### src/rtl/usb_pseq_pkg.sv
package usb_pseq_pkg;
  localparam int NUM_PHY = 4;
  localparam int ID_W    = 2;
  localparam int PWR_W   = 13;
  localparam int RST_W   = 10;
  localparam int NUM_ISO = 2;
  localparam int SEL_W   = 2;

  typedef logic [ID_W-1:0] phy_id_t;
  localparam phy_id_t ID_DEV  = 2'd0;
  localparam phy_id_t ID_HOST = 2'd1;
  localparam phy_id_t ID_HS0  = 2'd2;
  localparam phy_id_t ID_HS1  = 2'd3;

  typedef enum logic [3:0] {
    ST_IDLE, ST_BAD, ST_CLK, ST_PWR, ST_RST, ST_HOLD,
    ST_SETTLE, ST_ISO_OFF, ST_DOWN, ST_FIN
  } seq_state_t;

  function automatic logic [PWR_W-1:0] pwr_mask(phy_id_t id);
    logic [PWR_W-1:0] m;
    m = '0;
    case (id)
      ID_DEV:  begin m[0] = 1'b1; m[3] = 1'b1; m[4] = 1'b1; m[5] = 1'b1; end
      ID_HOST: begin m[6] = 1'b1; m[7] = 1'b1; m[8] = 1'b1; end
      ID_HS0:  begin m[9] = 1'b1; m[10] = 1'b1; end
      default: begin m[11] = 1'b1; m[12] = 1'b1; end
    endcase
    return m;
  endfunction

  function automatic logic [RST_W-1:0] rst_mask(phy_id_t id);
    logic [RST_W-1:0] m;
    m = '0;
    case (id)
      ID_DEV:  m[0] = 1'b1;
      ID_HOST: m[7:3] = 5'b11111;
      ID_HS0:  begin m[5] = 1'b1; m[8] = 1'b1; end
      default: begin m[5] = 1'b1; m[9] = 1'b1; end
    endcase
    return m;
  endfunction
endpackage

### src/rtl/pseq_rate_dec.sv
module pseq_rate_dec #(
  parameter int MHZ_W = 8
) (
  input  logic [MHZ_W-1:0]                   mhz,
  output logic [usb_pseq_pkg::SEL_W-1:0]     code,
  output logic                               ok
);
  always_comb begin
    ok   = 1'b1;
    code = '0;
    case (mhz)
      MHZ_W'(48): code = 2'd0;
      MHZ_W'(24): code = 2'd3;
      MHZ_W'(12): code = 2'd2;
      default:    ok   = 1'b0;
    endcase
  end
endmodule

### src/rtl/pseq_us_timer.sv
module pseq_us_timer #(
  parameter int CYC_PER_US = 250,
  parameter int MAX_US     = 80,
  localparam int PW = (CYC_PER_US > 1) ? $clog2(CYC_PER_US) : 1,
  localparam int UW = $clog2(MAX_US + 1)
) (
  input  logic          clk,
  input  logic          rst_n,
  input  logic          start,
  input  logic [UW-1:0] load_us,
  output logic          expire
);
  logic [PW-1:0] pre;
  logic [UW-1:0] us_left;
  logic          running;

  always_ff @(posedge clk or negedge rst_n) begin
    if (!rst_n) begin
      pre     <= '0;
      us_left <= '0;
      running <= 1'b0;
    end else if (start) begin
      running <= 1'b1;
      pre     <= PW'(CYC_PER_US - 1);
      us_left <= load_us;
    end else if (running) begin
      if (pre == '0) begin
        pre     <= PW'(CYC_PER_US - 1);
        us_left <= us_left - 1'b1;
        if (us_left == UW'(1)) running <= 1'b0;
      end else begin
        pre <= pre - 1'b1;
      end
    end
  end

  assign expire = running && (pre == '0) && (us_left == UW'(1));


  tmr_no_early_chk: assert property (@(posedge clk) disable iff (!rst_n)
    start |=> !expire);
endmodule

### src/rtl/pseq_ctrl.sv
module pseq_ctrl
  import usb_pseq_pkg::*;
#(
  parameter int HOLD_US   = 10,
  parameter int SETTLE_US = 80,
  parameter int UW        = 7
) (
  input  logic              clk,
  input  logic              rst_n,
  input  logic              acc,
  input  phy_id_t           req_id,
  input  logic              req_on,
  input  logic              rate_ok,
  input  logic [SEL_W-1:0]  rate_code,
  input  logic              expire,
  output logic              start,
  output logic [UW-1:0]     load_us,
  output logic              idle,
  output logic              done,
  output logic              err,
  output logic [SEL_W-1:0]  clk_sel,
  output logic [PWR_W-1:0]  pwr_down,
  output logic [RST_W-1:0]  phy_rst,
  output logic [NUM_ISO-1:0] iso_n,
  output logic              float_prev
);
  seq_state_t        state;
  phy_id_t           cur_id;
  logic [SEL_W-1:0]  cur_code;
  logic [PWR_W-1:0]  pm;
  logic [RST_W-1:0]  rm;
  logic              is_host;

  assign pm      = pwr_mask(cur_id);
  assign rm      = rst_mask(cur_id);
  assign is_host = (cur_id == ID_HOST);

  always_ff @(posedge clk or negedge rst_n) begin
    if (!rst_n) begin
      state      <= ST_IDLE;
      cur_id     <= ID_DEV;
      cur_code   <= '0;
      clk_sel    <= '0;
      pwr_down   <= '1;
      phy_rst    <= '0;
      float_prev <= 1'b0;
    end else begin
      case (state)
        ST_IDLE: if (acc) begin
          cur_id   <= req_id;
          cur_code <= rate_code;
          if (!req_on)      state <= ST_ISO_OFF;
          else if (rate_ok) state <= ST_CLK;
          else              state <= ST_BAD;
        end
        ST_BAD: state <= ST_IDLE;
        ST_CLK: begin
          clk_sel <= cur_code;
          state   <= ST_PWR;
        end
        ST_PWR: begin
          pwr_down <= pwr_down & ~pm;
          if (is_host) float_prev <= 1'b1;
          state <= ST_RST;
        end
        ST_RST: begin
          phy_rst <= phy_rst | rm;
          state   <= ST_HOLD;
        end
        ST_HOLD: if (expire) begin
          phy_rst <= phy_rst & ~rm;
          state   <= ST_SETTLE;
        end
        ST_SETTLE: if (expire) state <= ST_FIN;
        ST_ISO_OFF: state <= ST_DOWN;
        ST_DOWN: begin
          pwr_down <= pwr_down | pm;
          if (is_host) float_prev <= 1'b0;
          state <= ST_FIN;
        end
        ST_FIN: state <= ST_IDLE;
        default: state <= ST_IDLE;
      endcase
    end
  end

  for (genvar g = 0; g < NUM_ISO; g++) begin : g_iso
    logic mine;
    logic iso_bit;
    assign mine = (cur_id == phy_id_t'(g));

    always_ff @(posedge clk or negedge rst_n) begin
      if (!rst_n)                                   iso_bit <= 1'b0;
      else if (mine && state == ST_SETTLE && expire) iso_bit <= 1'b1;
      else if (mine && state == ST_ISO_OFF)          iso_bit <= 1'b0;
    end
    assign iso_n[g] = iso_bit;


    iso_pwr_chk: assert property (@(posedge clk) disable iff (!rst_n)
      iso_bit |-> ((pwr_down & pwr_mask(phy_id_t'(g))) == '0));

    iso_after_rst_chk: assert property (@(posedge clk) disable iff (!rst_n)
      $rose(iso_bit) |-> ((phy_rst & rst_mask(phy_id_t'(g))) == '0));
  end

  assign start   = (state == ST_RST) || (state == ST_HOLD && expire);
  assign load_us = (state == ST_RST) ? UW'(HOLD_US) : UW'(SETTLE_US);
  assign idle    = (state == ST_IDLE);
  assign done    = (state == ST_FIN);
  assign err     = (state == ST_BAD);


  err_quiet_chk: assert property (@(posedge clk) disable iff (!rst_n)
    err |-> ($stable(pwr_down) && $stable(phy_rst) && $stable(clk_sel)
             && $stable(iso_n)));

  flt_host_chk: assert property (@(posedge clk) disable iff (!rst_n)
    float_prev |-> ((pwr_down & pwr_mask(ID_HOST)) == '0));

  done_ready_chk: assert property (@(posedge clk) disable iff (!rst_n)
    done |=> (idle && !done));

  idle_hold_chk: assert property (@(posedge clk) disable iff (!rst_n)
    (!idle && !start && !expire && !$past(acc) && state != ST_FIN
     && state != ST_BAD && state != ST_CLK && state != ST_PWR
     && state != ST_ISO_OFF && state != ST_DOWN)
    |=> $stable(pwr_down));
endmodule

### src/rtl/usb_phy_pwr_seq.sv
module usb_phy_pwr_seq #(
  parameter int CYC_PER_US = 250,
  parameter int HOLD_US    = 10,
  parameter int SETTLE_US  = 80,
  parameter int MHZ_W      = 8
) (
  input  logic             clk,
  input  logic             rst_n,
  input  logic             req_valid,
  output logic             req_ready,
  input  logic [1:0]       req_id,
  input  logic             req_on,
  input  logic [MHZ_W-1:0] req_mhz,
  output logic             busy,
  output logic             done,
  output logic             err,
  output logic [1:0]       clk_sel,
  output logic [12:0]      pwr_down,
  output logic [9:0]       phy_rst,
  output logic [1:0]       iso_n,
  output logic             float_prev
);
  localparam int MAX_US = (HOLD_US > SETTLE_US) ? HOLD_US : SETTLE_US;
  localparam int UW     = $clog2(MAX_US + 1);

  logic          acc, idle, rate_ok, start, expire;
  logic [1:0]    rate_code;
  logic [UW-1:0] load_us;

  assign acc       = req_valid && idle;
  assign req_ready = idle;
  assign busy      = !idle;

  pseq_rate_dec #(.MHZ_W(MHZ_W)) u_dec (
    .mhz(req_mhz), .code(rate_code), .ok(rate_ok)
  );

  pseq_us_timer #(.CYC_PER_US(CYC_PER_US), .MAX_US(MAX_US)) u_tmr (
    .clk(clk), .rst_n(rst_n), .start(start), .load_us(load_us), .expire(expire)
  );

  pseq_ctrl #(.HOLD_US(HOLD_US), .SETTLE_US(SETTLE_US), .UW(UW)) u_ctrl (
    .clk(clk), .rst_n(rst_n), .acc(acc), .req_id(req_id), .req_on(req_on),
    .rate_ok(rate_ok), .rate_code(rate_code), .expire(expire),
    .start(start), .load_us(load_us), .idle(idle), .done(done), .err(err),
    .clk_sel(clk_sel), .pwr_down(pwr_down), .phy_rst(phy_rst),
    .iso_n(iso_n), .float_prev(float_prev)
  );
endmodule

### config.mk
export PLATFORM = sky130hd
export DESIGN_NAME = usb_phy_pwr_seq
export DESIGN_NICKNAME = d
export VERILOG_FILES = /design/src/rtl/usb_pseq_pkg.sv /design/src/rtl/pseq_rate_dec.sv /design/src/rtl/pseq_us_timer.sv /design/src/rtl/pseq_ctrl.sv /design/src/rtl/usb_phy_pwr_seq.sv
export SDC_FILE = /design/constraint.sdc
export NUM_CORES = 1
export LEC_CHECK = 0
export BUFFER_PORTS_ARGS = -buffer_cell sky130_fd_sc_hd__buf_2
export CELL_PAD_IN_SITES_DETAIL_PLACEMENT = 0
export CELL_PAD_IN_SITES_GLOBAL_PLACEMENT = 1
export CORE_AREA = 2 2 102 104
export DETAILED_ROUTE_END_ITERATION = 8
export DIE_AREA = 0 0 104 106
export PLACE_DENSITY = 0.54
export SYNTH_ARGS = -nofsm -noshare
export SYNTH_HDL_FRONTEND = slang
export SYNTH_SLANG_ARGS = --single-unit
### constraint.sdc
create_clock -name clk -period 1.9 [get_ports clk]
set_input_delay 0.095 -clock clk [delete_from_list [all_inputs] [get_ports clk]]
set_output_delay 0.095 -clock clk [all_outputs]
set_load 0.02 [all_outputs]
# Word level (Yosys, flattened, before mapping)
# Cells that the tools add are included.
[totals]
register_bits = 52
latchBits = 0
ram_bits = 0
romBits = 0
inputBits = 14
mem_count = 0
[classes]
add_sub_neg = 2
n_mul = 0
div_mod_pow = 0
n_lt_le_gt_ge = 0
n_eq_ne = 20
shift = 0
mux = 38
bitwise = 6
reduce_logical = 28
[ops]
columns = ["op", "count"]
rows = [
  ["$pmux W4 S8", 1],
  ["$mux W7", 4],
  ["$pmux W13 S2", 1],
  ["$mux W8", 3],
  ["$pmux W10 S2", 1],
  ["$eq A4 B3 Y1 const B", 4],
  ["$mux W4", 4],
  ["$mux W1", 15],
  ["$and A13 B13 Y13", 1],
  ["$not A13 Y13", 1],
  ["$or A13 B13 Y13", 1],
  ["$reduce_bool A2 Y1", 6],
  ["$and A10 B10 Y10", 1],
  ["$logic_and A1 B1 Y1", 10],
  ["$mux W10", 1],
  ["$not A10 Y10", 1],
  ["$or A10 B10 Y10", 1],
  ["$eq A4 B2 Y1 const B", 2],
  ["$eq A4 B4 Y1 const B", 2],
  ["$eq A8 B4 Y1 const B", 1],
  ["$eq A8 B5 Y1 const B", 1],
  ["$eq A8 B6 Y1 const B", 1],
  ["$logic_not A8 Y1", 1],
  ["$mux W2", 4],
  ["18 further kinds", 26],
]

# Longest topological paths before layout
# Gate-level depths: netlist of run 1.
[depth]
depth_word = 7
depth_mapped = 8
ltp_nobuf = 7

# Hierarchy
# Synthesis of run 1 repeated with hierarchy kept, for this count alone.
[hier_totals]
cells_unflattened = 244
area_unflattened_um2 = 2366.0
[by_module_without_submodules]
columns = ["mod", "n_inst", "cells_per_inst", "area_each_um2", "seq_area_each_um2"]
rows = [
  ["pseq_ctrl", 1, 139, 1370.1, 555.5],
  ["pseq_us_timer", 1, 93, 917.1, 400.4],
  ["pseq_rate_dec", 1, 10, 68.8, 0.0],
  ["usb_phy_pwr_seq", 1, 2, 10.0, 0.0],
]

# Worst setup path after synthesis of run 1
# Ideal clock, no wire load.
[synth_path]
path_type = "reg-to-reg"
startpoint = "register u_tmr.pre[0]"
endpoint = "register u_tmr.us_left[3]"
setup_ns = 0.121
arrival_time_ns = 1.648
required_ns = 1.779
slack_ns = 0.131
stages_incl_launch_ff = 8
n_path_buf = 0
path_cell_list = "dfrtp_1 > inv_1 > ha_1 > nor3b_1 > nand4_2 > nor2_4 > o21ai_1 > a22o_1"
[synth_via]
elab_chain_cells = 7
[synth_rtl]
columns = ["element", "line_no", "source"]
rows = [
  ["start, declared", "pseq_us_timer.sv:13", "logic [PW-1:0] pre;"],
  ["start signal, assigned", "pseq_us_timer.sv:24", "pre <= PW'(CYC_PER_US - 1);"],
  ["start signal, assigned", "pseq_us_timer.sv:28", "pre <= PW'(CYC_PER_US - 1);"],
  ["start signal, assigned", "pseq_us_timer.sv:32", "pre <= pre - 1'b1;"],
  ["$logic_not A8 Y1 (*)", "pseq_us_timer.sv:27, pseq_us_timer.sv:37", ""],
  ["$logic_and A1 B1 Y1 (2 in series)", "pseq_us_timer.sv:37", "assign expire = running && (pre == '0) && (us_left == UW'(1));"],
  ["$logic_and A1 B1 Y1", "pseq_ctrl.sv:107", "assign start = (state == ST_RST) || (state == ST_HOLD && expire);"],
  ["$logic_or A1 B1 Y1", "pseq_ctrl.sv:107", ""],
  ["$reduce_bool A2 Y1 (no source line)", "n/a", ""],
  ["$reduce_and A2 Y1 (no source line)", "n/a", ""],
  ["end signal, assigned", "pseq_us_timer.sv:25", "us_left <= load_us;"],
  ["end signal, assigned", "pseq_us_timer.sv:29", "us_left <= us_left - 1'b1;"],
  ["end, declared", "pseq_us_timer.sv:14", "logic [UW-1:0] us_left;"],
]
# Every way passes the cells marked *; elsewhere a longest branch is shown, timed or not.
# A chain may end at the register's enable or synchronous reset.

# Worst setup path after layout of run 1
[layout_path]
startpoint = "register u_ctrl.state[0]"
endpoint = "register u_tmr.us_left[3]"
[layout_via]
elab_chain_cells = 5
[layout_rtl]
columns = ["element", "line_no", "source"]
rows = [
  ["start, declared", "pseq_ctrl.sv:27", "seq_state_t state;"],
  ["start signal, assigned", "pseq_ctrl.sv:40", "state <= ST_IDLE;"],
  ["start signal, assigned", "pseq_ctrl.sv:52", "if (!req_on) state <= ST_ISO_OFF;"],
  ["start signal, assigned", "pseq_ctrl.sv:53", "else if (rate_ok) state <= ST_CLK;"],
  ["$eq A4 B3 Y1", "pseq_ctrl.sv:107", ""],
  ["$logic_and A1 B1 Y1", "pseq_ctrl.sv:107", ""],
  ["$logic_or A1 B1 Y1", "pseq_ctrl.sv:107", ""],
  ["$reduce_bool A2 Y1 (no source line)", "n/a", ""],
  ["$reduce_and A2 Y1 (no source line)", "n/a", ""],
]
# Several ways; a longest one is shown, not always the timed one.

==> metrics.yaml, run 1 <==
outcome:
  status: "finished clean"
power:
  p_clk_frac: 0.168
  combPwrFrac: 0.512
  power.switching_w: 0.00174
  p_seq_frac: 0.321
  leakage_nw: 1.23
  peakVddDrop_v: 0.000606
  p_int_w: 0.00240
  powerDensity_nw_per_um2: 1470
  p_sw_frac: 0.420
floorplan:
  die_h_um: 106
  initial_core_util: 0.225
  io_pins: 46
  die-area_um2: 11000
  die_w_um: 104
  core-area_um2: 10000
  rows: 37
worst_hold_path:
  min_path_cells: 2
  hp-start: "req_id[1]"
  holdCritPathClass: "in2reg"
  hold_end: "u_ctrl.cur_id[1]$_DFFE_PN0P_"
clocking:
  cts_sinks: 38
  cts_tree: "built"
  clk_latency_ns: 0.30
  cts_inserted_buffers: 5
  cts_max_level: 2
  root_buffer: "clkbuf_8"
  path_clk_slew_ns: 0.08
  cts.path.max_buffers: 2
critical_path:
  worstRegToRegCells: 6
  worst_path_most_repeated_cell: "nand2b_1"
  startpoint_type: "flip-flop"
  cpMaxStageDelayCell: "dfrtp_2"
  crit_required_ns: 2.09
  path_max_fanout: 15
  arrival_ns: 1.93
  path_class: "reg2reg"
  critPathTopFamily: "simple AND/OR/NAND/NOR gates"
  slowest_delay_ns: 0.46
  worstSetupEndpointType: "flip-flop"
  timing.rr.start: "u_ctrl.state[0]$_DFFE_PN0P_"
  r2r_end: "u_tmr.us_left[3]$_DFFE_PN0P_"
  crit_chain: "buf_4 > nand2b_1 > nand2b_1 > nor2_4 > o21ai_1 > a22o_1"
  crit_buf_inv: 1
  ff2ff_setup_slack_ns: 0.16
synthesis:
  yosysSeqAreaShare: 0.424
  synth_area_leader_cell: "dfrtp_1"
  syn_area_per_cell_um2: 9.46
  yosysUniqueCellTypes: 52
  synth_area_um2: 2250
  syn_inst: 238
  netlist.area_leader.share: 0.378
  synth_ff_type: "dfrtp_1"
  synth-edff-count: 0
  synthArstFlopShare: 1.00
  ys_ff_latch: 38
  yosysWarnings: 0
  synth_area_leaders: "dfrtp_1, buf_4, dfstp_2"
sta:
  rsz0062_at_grt: "false"
  max_slew_margin: 0.665
  clock.fmax_ghz: 0.574
  final_hold_viol_count: 0
  period_share: 0.917
  fin_ws_ns: 0.157
  final-setup-viol-count: 0
  tightest_slew_ns: 0.503
  final.min_clock_period_ns: 1.74
  tns_ns: 0
  final_max_slew_viol_count: 0
  skew_ns: 0.00498
drt:
  routed-wl-met3_um: 162
  drtPass1Iterations: 4
  initialDrtViolationCount: 45
  wl_met1_um: 2570
  vias: 1823
  drc: 0
  wl_per_cell_um: 12.8
  wl_met2_um: 2700
  route.top_layer_used: "met4"
  drt-vias-per-instance: 4.26
  finalWirelength_um: 5490
  drtAntennaViolNets: 0
global_routing:
  grt_pass1_vias: 1874
  grt_max_degree: 21
  antenna_found_initial: 0
  grt_use_total: 0.107
  grt_overflow: 0
  grt_pass1_wl_um: 9560
final_layout:
  area_growth_pct: 25.3
  nNetsFinal: 308
  n_antenna_cell: 0
  fillCellCount: 1111
  drive_above_1_share: 0.360
placed_design:
  pre_cts_ws_ns: 0.0833
  io_buffers: 41
  gp_congestion: 0.778
  dp_hpwl_um: 4180
flow_run:
  cap_violations: 0
==> cells in the mapped netlist (2+ instances only) <==
library cell,count
and2_1,3
nor2b_1,6
xor2_1,3
a21oi_1,20
nor3_1,6
o2bb2ai_2,2
nor4_4,2
nand2b_1,9
xnor2_1,5
conb_1,2
nor2_1,18
inv_1,6
dfrtp_1,34
clkbuf_1,7
nand2_1,21
dfstp_2,4
o32ai_1,2
mux2_2,5
a31oi_1,7
o21ai_0,15
buf_4,16
nand4b_1,2
and3b_1,2
nor3b_1,4
nand3_1,3
ha_1,3
buf_2,3
o31ai_1,3
or3_1,2
==> logic make-up after synthesis <==
group | count (synthesis) | share of synthesized area
buffers and inverters | 33 | 0.0867
AOI/OAI and AO/OA | 59 | 0.164
and+or+nand+nor | 89 | 0.244
xor gates and xnor gates | 8 | 0.0311
adders and majority gates | 3 | 0.0167
DFF | 38 | 0.424
other | 2 | 0.00333
muxes | 6 | 0.0294
==> cell usage in the layout, fill, tap and decap left out, types with 3 or more instances in the layout <==
cell and n:
buf_2 41, mux2_2 5, o31ai_1 3, dfrtp_1 33, a21oi_1 20, clkbuf_8 5
ha_1 3, xor2_1 3, and2_1 3, dfstp_2 4, o21ai_0 15, nor2_1 18
nand2_1 21, inv_1 6, nor3_1 6, xnor2_1 5, nand3_1 3, nor2b_1 6
nand2b_1 9, buf_4 28, conb_1 4, a31oi_1 7
==> final cells by class <==
cell class                      count  area [um^2]  area share
Sequential cell                    38          957       0.339
Timing Repair Buffer               71          445       0.158
Multi-Input combinational cell    169         1120       0.396
Tap cell                          136          170      0.0603
Inverter                            6         22.5     0.00798
Clock buffer                        5         68.8      0.0244
Clock inverter                      3         40.0      0.0142
==> worst max path at each step <==
stage,from,endpoint,cells past startpoint
2_1_floorplan,u_tmr.pre[0]$_DFFE_PN0P_,u_tmr.us_left[3]$_DFFE_PN0P_,7
3_3_place_gp,u_ctrl.state[0]$_DFFE_PN0P_,u_tmr.us_left[3]$_DFFE_PN0P_,6
3_5_place_dp,u_tmr.pre[0]$_DFFE_PN0P_,u_tmr.us_left[3]$_DFFE_PN0P_,7
4_1_cts,u_tmr.pre[0]$_DFFE_PN0P_,u_tmr.us_left[3]$_DFFE_PN0P_,7
5_1_grt,u_tmr.pre[0]$_DFFE_PN0P_,flip-flop,8
6_report,u_ctrl.state[0]$_DFFE_PN0P_,u_tmr.us_left[3]$_DFFE_PN0P_,6
==> stage by stage <==
| step | cells | hold slack [ns] | utilization | cell area, um^2 | total power [W] |
|---|---|---|---|---|---|
| after floorplan | 240 | -0.201 | - | 2260 | 0.00273 |
| after global placement | 417 | 0.0993 | 0.268 | 2680 | 0.00344 |
| after detailed placement | 417 | 0.101 | 0.268 | 2680 | 0.00344 |
| after CTS | 426 | 0.0156 | 0.280 | 2800 | 0.00415 |
| after global routing | 428 | 0.0221 | 0.282 | 2820 | 0.00452 |
| final | 428 | 0.0234 | 0.282 | 2820 | 0.00414 |
==> power groups by stage <==
stage	sequential, W	combinational, W	clock, W
after global routing	0.00137	0.00239	0.000765
final	0.00133	0.00212	0.000694
after detailed placement	0.00134	0.00210	0
after CTS	0.00132	0.00210	0.000725
after floorplan	0.00132	0.00141	0
after global placement	0.00134	0.00210	0
==> repair_timing <==
action,CTS,global route
hold buffers,1,0
setup endpoints to repair,0,18
endpoints found under the hold margin,16,0
buffers inserted,0,2
resized for setup,0,3
==> worst reg2reg max path: stages (launching register included) <==
cell      delay [ns]
dfrtp_2         0.46
buf_4           0.23
nand2b_1        0.12
nand2b_1        0.21
nor2_4          0.24
o21ai_1         0.12
a22o_1          0.24
==> metal layers <==
metal | global-route usage | vias up
met2 | 0.181 | 27
met4 | 0.0261 | 0
met5 | 0 | -
li1 | - | 918
met1 | 0.140 | 871
met3 | 0.0227 | 7
(Power assumes the default switching activity.)
==> run 2: changes to the inputs <==
Settings changed: CORE_AREA 2 2 102 104 to 2 2 79 81, CTS_BUF_LIST from default to sky130_fd_sc_hd__clkbuf_4 sky130_fd_sc_hd__clkbuf_8, CTS_CLUSTER_SIZE from default to 24, DIE_AREA 0 0 104 106 to 0 0 81 83, PLACE_DENSITY 0.54 to 0.81.
==> metrics.yaml, run 2 (synthesized netlist as in run 1, its figures left out) <==
outcome:
  status: "finished clean"  # unchanged
critical_path:
  startpoint_type: "flip-flop"  # unchanged
  crit_chain: "nor4_4 > buf_4 > and2_4 > a21o_1 > o21ai_0 > a22o_1"  # was buf_4 > nand2b_1 > nand2b_1 > nor2_4 > o21ai_1 > a22o_1
  crit_buf_inv: 1  # unchanged
  cpMaxStageDelayCell: "dfrtp_1"  # was dfrtp_2
  worstSetupEndpointType: "flip-flop"  # unchanged
  crit_required_ns: 2.08  # was 2.09 ns
  critPathTopFamily: "compound AO/OA/AOI/OAI gates"  # was simple AND/OR/NAND/NOR gates
  arrival_ns: 1.95  # was 1.93 ns
  path_max_fanout: 6  # was 15
  slowest_delay_ns: 0.41  # was 0.46 ns
  path_class: "reg2reg"  # unchanged
power:
  powerDensity_nw_per_um2: 1540  # was 1470 nW/um^2
  leakage_nw: 1.22  # was 1.23 nW
  total_power_w: 0.00423  # was 0.00414 W
  peakVddDrop_v: 0.000711  # was 0.000606 V
placed_design:
  placed_area_um2: 2560  # was 2680 um^2
  io_buffers: 41  # unchanged
  dp_hpwl_um: 3690  # was 4180 um
  gp_congestion: 0.811  # was 0.778
sta:
  skew_ns: 0.00377  # was 0.00498 ns
  clock.fmax_ghz: 0.568  # was 0.574 GHz
  max_slew_margin: 0.643  # was 0.665
  final-setup-viol-count: 0  # unchanged
  final_max_slew_viol_count: 0  # unchanged
  period_share: 0.927  # was 0.917
  tightest_slew_ns: 0.534  # was 0.503 ns
  final_hold_viol_count: 0  # unchanged
  final.min_clock_period_ns: 1.76  # was 1.74 ns
  tns_ns: 0  # unchanged
drt:
  drtPass1Iterations: 4  # unchanged
  initialDrtViolationCount: 73  # was 45
  drtAntennaViolNets: 0  # unchanged
  finalWirelength_um: 4910  # was 5490 um
  wl_per_cell_um: 13.5  # was 12.8 um
  drt-vias-per-instance: 5.01  # was 4.26
  vias: 1818  # was 1,823
  drc: 0  # unchanged
worst_hold_path:
  holdCritPathClass: "in2reg"  # unchanged
clocking:
  cts_sinks: 38  # unchanged
  cts_max_level: 2  # unchanged
  cts_tree: "built"  # unchanged
  clk_latency_ns: 0.29  # was 0.30 ns
  path_clk_slew_ns: 0.08  # about the same
  cts.path.max_buffers: 2  # unchanged
  cts_inserted_buffers: 5  # unchanged
  root_buffer: "clkbuf_8"  # unchanged
global_routing:
  antenna_found_initial: 0  # unchanged
  grt_use_total: 0.155  # was 0.107
  grt_max_degree: 15  # was 21
  grt_pass1_wl_um: 8290  # was 9560 um
  grt_pass1_vias: 1758  # was 1,874
  grt_overflow: 0  # unchanged
floorplan:
  io_pins: 46  # unchanged
  die_h_um: 83  # was 106 um
  initial_core_util: 0.387  # was 0.225
  rows: 28  # was 37
  die_w_um: 81  # was 104 um
  die-area_um2: 6720  # was 11,000 um^2
  core-area_um2: 5820  # was 10000 um^2
final_layout:
  drive_above_1_share: 0.347  # was 0.360
  regArea_um2: 957  # unchanged
  multi_input_area_um2: 1120  # about the same
  area_growth_pct: 21.7  # was 25.3%
  fillCellCount: 586  # was 1,111
  mostFrequentLayoutCells: "buf_2, dfrtp_1, buf_4"  # unchanged
  n_antenna_cell: 0  # unchanged
  nNetsFinal: 304  # was 308
  postLayoutCellArea_um2: 2740  # was 2820 um^2
  layout_commonest_cell: "buf_2"  # unchanged
  final_util: 0.471  # was 0.282
flow_run:
  cap_violations: 0  # unchanged
## run 2: what timing repair did
item / 4_1_cts / 5_1_grt
gates resized for setup: 0 / 3
setup endpoints to repair: 0 / 15
buffers inserted: 0 / 2
endpoints found under the hold margin: 15 / 0
hold buffers: 1 / 0
## run 2: where the power goes
group,internal (W),total [W],switching (W)
registers,0.00105,0.00135,0.000301
logic,0.000916,0.00201,0.00110
clock network,0.000560,0.000858,0.000298
## run 2: path summary, 6_finish.rpt
kind | slack [ns] | end | startpoint | depth (start not counted)
min in group asynchronous | 0.20 | u_tmr.pre[1]$_DFFE_PN0P_ | rst_n | 2
max in group asynchronous | 1.15 | asynchronous set/reset pin | rst_n | 3
worst max-delay path | 0.14 | u_tmr.us_left[3]$_DFFE_PN0P_ | u_tmr.pre[3]$_DFFE_PN0P_ | 6
worst min-delay path | 0.03 | u_ctrl.cur_id[1]$_DFFE_PN0P_ | req_id[1] | 2
worst min register to register | 0.49 | u_ctrl.cur_code[1]$_DFFE_PN0P_ | u_ctrl.cur_code[1]$_DFFE_PN0P_ | 2
worst max register to register | 0.14 | u_tmr.us_left[3]$_DFFE_PN0P_ | u_tmr.pre[3]$_DFFE_PN0P_ | 6
## run 2: cell type report
class                   instances  share of cell area
inverters                       6             0.00822
clock inverters                 2              0.0219
flip-flops and latches         38               0.349
multi-input cells             169               0.409
clock buffers                   6              0.0301
well taps                      75              0.0342
repair buffers                 67               0.147
## run 2: per-stage QoR
| step | std cells | setup slack [ns] | hold WS, ns |
|---|---|---|---|
| after floorplan | 240 | 0.131 | -0.201 |
| after global placement | 352 | 0.103 | -0.0167 |
| after detailed placement | 352 | 0.0546 | -0.0119 |
| after CTS | 361 | 0.0360 | 0.0202 |
| after global routing | 363 | -0.0162 | 0.0131 |
| final | 363 | 0.139 | 0.0296 |
## run 2: metal layers
layer	track usage	routed length [um]	vias to the layer above
met4	0.0555	57	0
li1	-	-	911
met5	0	0	-
met3	0.0380	199	6
met1	0.203	2170	856
met2	0.248	2480	45
## run 2: worst reg2reg max path, cell delays in order, from the launching register on
cell,delay (ns)
dfrtp_1,0.41
nor4_4,0.36
buf_4,0.18
and2_4,0.15
a21o_1,0.23
o21ai_0,0.14
a22o_1,0.19
==> run 3: changes to the inputs <==
Settings changed: CTS_CLUSTER_SIZE 24 to 30, GPL_TIMING_DRIVEN from default to 0.
==> metrics.yaml, run 3 (synthesized netlist as in run 1, its figures left out) <==
drt:
  drt-vias-per-instance: 5.10  # was 5.01
  route.top_layer_used: "met4"  # unchanged
  wl_met1_um: 2150  # was 2170 um
  finalWirelength_um: 4800  # was 4910 um
  wl_met2_um: 2430  # was 2480 um
  initialDrtViolationCount: 79  # was 73
  drtPass1Iterations: 4  # unchanged
  drc: 0  # unchanged
  wl_per_cell_um: 12.9  # was 13.5 um
  routed-wl-met3_um: 200  # was 199 um
  vias: 1902  # was 1,818
  drtAntennaViolNets: 0  # unchanged
clocking:
  clk_latency_ns: 0.29  # about the same
  cts.path.max_buffers: 2  # unchanged
  path_clk_slew_ns: 0.08  # about the same
  cts_max_level: 2  # unchanged
  cts_tree: "built"  # unchanged
  root_buffer: "clkbuf_8"  # unchanged
  cts_inserted_buffers: 5  # unchanged
  cts_sinks: 38  # unchanged
global_routing:
  grt_pass1_vias: 1772  # was 1,758
  grt_max_degree: 39  # was 15
  grt_overflow: 0  # unchanged
  grt_pass1_wl_um: 8450  # was 8290 um
  antenna_found_initial: 0  # unchanged
  grt_use_total: 0.157  # was 0.155
critical_path:
  path_max_fanout: 10  # was 6
  slowest_delay_ns: 0.38  # was 0.41 ns
  worstSetupEndpointType: "flip-flop"  # unchanged
  crit_chain: "buf_6 > nor4b_4 > buf_4 > nor2_1 > nor4b_2 > xnor2_1 > nand2_1"  # was nor4_4 > buf_4 > and2_4 > a21o_1 > o21ai_0 > a22o_1
  startpoint_type: "flip-flop"  # unchanged
  crit_required_ns: 2.07  # was 2.08 ns
  path_class: "reg2reg"  # unchanged
  arrival_ns: 1.97  # was 1.95 ns
  cpMaxStageDelayCell: "dfrtp_1"  # unchanged
sta:
  period_share: 0.948  # was 0.927
  max_slew_margin: 0.436  # was 0.643
  rsz0062_at_grt: "true"
  final_max_slew_viol_count: 0  # unchanged
  tightest_slew_ns: 0.845  # was 0.534 ns
  final-setup-viol-count: 0  # unchanged
  clock.fmax_ghz: 0.555  # was 0.568 GHz
  skew_ns: 0.00716  # was 0.00377 ns
  final.min_clock_period_ns: 1.80  # was 1.76 ns
  final_hold_viol_count: 0  # unchanged
final_layout:
  final_util: 0.482  # was 0.471
  nNetsFinal: 314  # was 304
  multi_input_area_um2: 1180  # was 1120 um^2
  drive_above_1_share: 0.376  # was 0.347
  regArea_um2: 956  # was 957 um^2
  n_antenna_cell: 0  # unchanged
  fillCellCount: 590  # was 586
  layout_commonest_cell: "buf_2"  # unchanged
  area_growth_pct: 24.4  # was 21.7%
  final_cells: 373  # was 363
  mostFrequentLayoutCells: "buf_2, dfrtp_1, buf_4"  # unchanged
floorplan:
  initial_core_util: 0.387  # unchanged
  die-area_um2: 6720  # unchanged
  core-area_um2: 5820  # unchanged
  die_w_um: 81  # unchanged
  rows: 28  # unchanged
  io_pins: 46  # unchanged
  die_h_um: 83  # unchanged
worst_hold_path:
  holdCritPathClass: "in2reg"  # unchanged
flow_run:
  cap_violations: 0  # unchanged
placed_design:
  io_buffers: 41  # unchanged
  dp_hpwl_um: 3420  # was 3690 um
  dp_cells: 356  # was 352
  gp_congestion: 0.757  # was 0.811
power:
  powerDensity_nw_per_um2: 1410  # was 1540 nW/um^2
  leakage_nw: 1.23  # was 1.22 nW
  peakVddDrop_v: 0.000739  # was 0.000711 V
outcome:
  status: "finished clean"  # unchanged
run 3: cell types whose count changed in the layout (fill, tap and decap cells not counted), moves of 2 or more:
cell       before  now
buf_2          41   43
buf_6           0    2
clkbuf_1        0    5
clkbuf_2        0    2
buf_4          25   23
nor3b_1         3    1
bufinv_16       2    0
run 3: timing repair:
action                     4_1_cts  5_1_grt
pin swaps                        2        7
hold buffers                     1        0
setup buffers                    3        4
cloned                           1        0
setup endpoints to repair       13       20
resized for setup                4       16
hold endpoints to repair        34        0
run 3: worst max-delay path, delay by kind of cell, from the launching register on:
kind / cells / cell delay [ns]
xor gates and xnor gates: 1 / 0.15
buffers and inverters: 2 / 0.35
DFF: 1 / 0.38
and+or+nand+nor: 4 / 0.81
run 3: cell type report:
class | count | share of cell area
timing repair buffer | 49 | 0.0956
buffer | 27 | 0.0648
sequential | 38 | 0.341
clock buffer | 6 | 0.0295
multi-input combinational | 170 | 0.423
clock inverter | 2 | 0.00447
tap | 75 | 0.0335
inverter | 6 | 0.00804
run 3: metal layers:
metal  up-vias  GRT usage
met2        43      0.253
met3         2     0.0380
met4         0     0.0401
li1        940          -
met1       917      0.211
met5         -          0
run 3: stage by stage:
step / hold WS [ns] / cell area, um^2 / power (W) / TNS (ns) / setup slack, ns
5_1_grt: 0.0286 / 2800 / 0.00431 / -0.0539 / -0.0271
2_1_floorplan: -0.201 / 2260 / 0.00273 / 0 / 0.131
6_report: 0.0289 / 2800 / 0.00394 / 0 / 0.0982
4_1_cts: 0.0212 / 2710 / 0.00384 / 0 / 0.0231
3_3_place_gp: 0.256 / 2560 / 0.00316 / -0.739 / -0.126
3_5_place_dp: 0.258 / 2560 / 0.00320 / -0.920 / -0.128
run 3: final timing paths:
kind | start | end | slack (ns) | cells after the start
worst max-delay path | u_ctrl.state[3]$_DFFE_PN0P_ | u_tmr.pre[4]$_DFFE_PN0P_ | 0.1 | 7
worst min-delay path | req_id[0] | u_ctrl.cur_id[0]$_DFFE_PN0P_ | 0.03 | 2
worst max register to register | u_ctrl.state[3]$_DFFE_PN0P_ | u_tmr.pre[4]$_DFFE_PN0P_ | 0.1 | 7
worst min register to register | u_ctrl.cur_code[1]$_DFFE_PN0P_ | u_ctrl.cur_code[1]$_DFFE_PN0P_ | 0.48 | 2
max in group asynchronous | rst_n | u_ctrl.cur_code[0]$_DFFE_PN0P_ | 0.92 | 2
min in group asynchronous | rst_n | u_tmr.pre[4]$_DFFE_PN0P_ | 0.45 | 2
run 3: power breakdown:
| group | total, W | internal, W | switching, W |
|---|---|---|---|
| logic | 0.00206 | 0.000878 | 0.00118 |
| clock network | 0.000582 | 0.000292 | 0.000291 |
| registers | 0.00130 | 0.00105 | 0.000248 |
| total | 0.00394 | 0.00222 | 0.00172 |
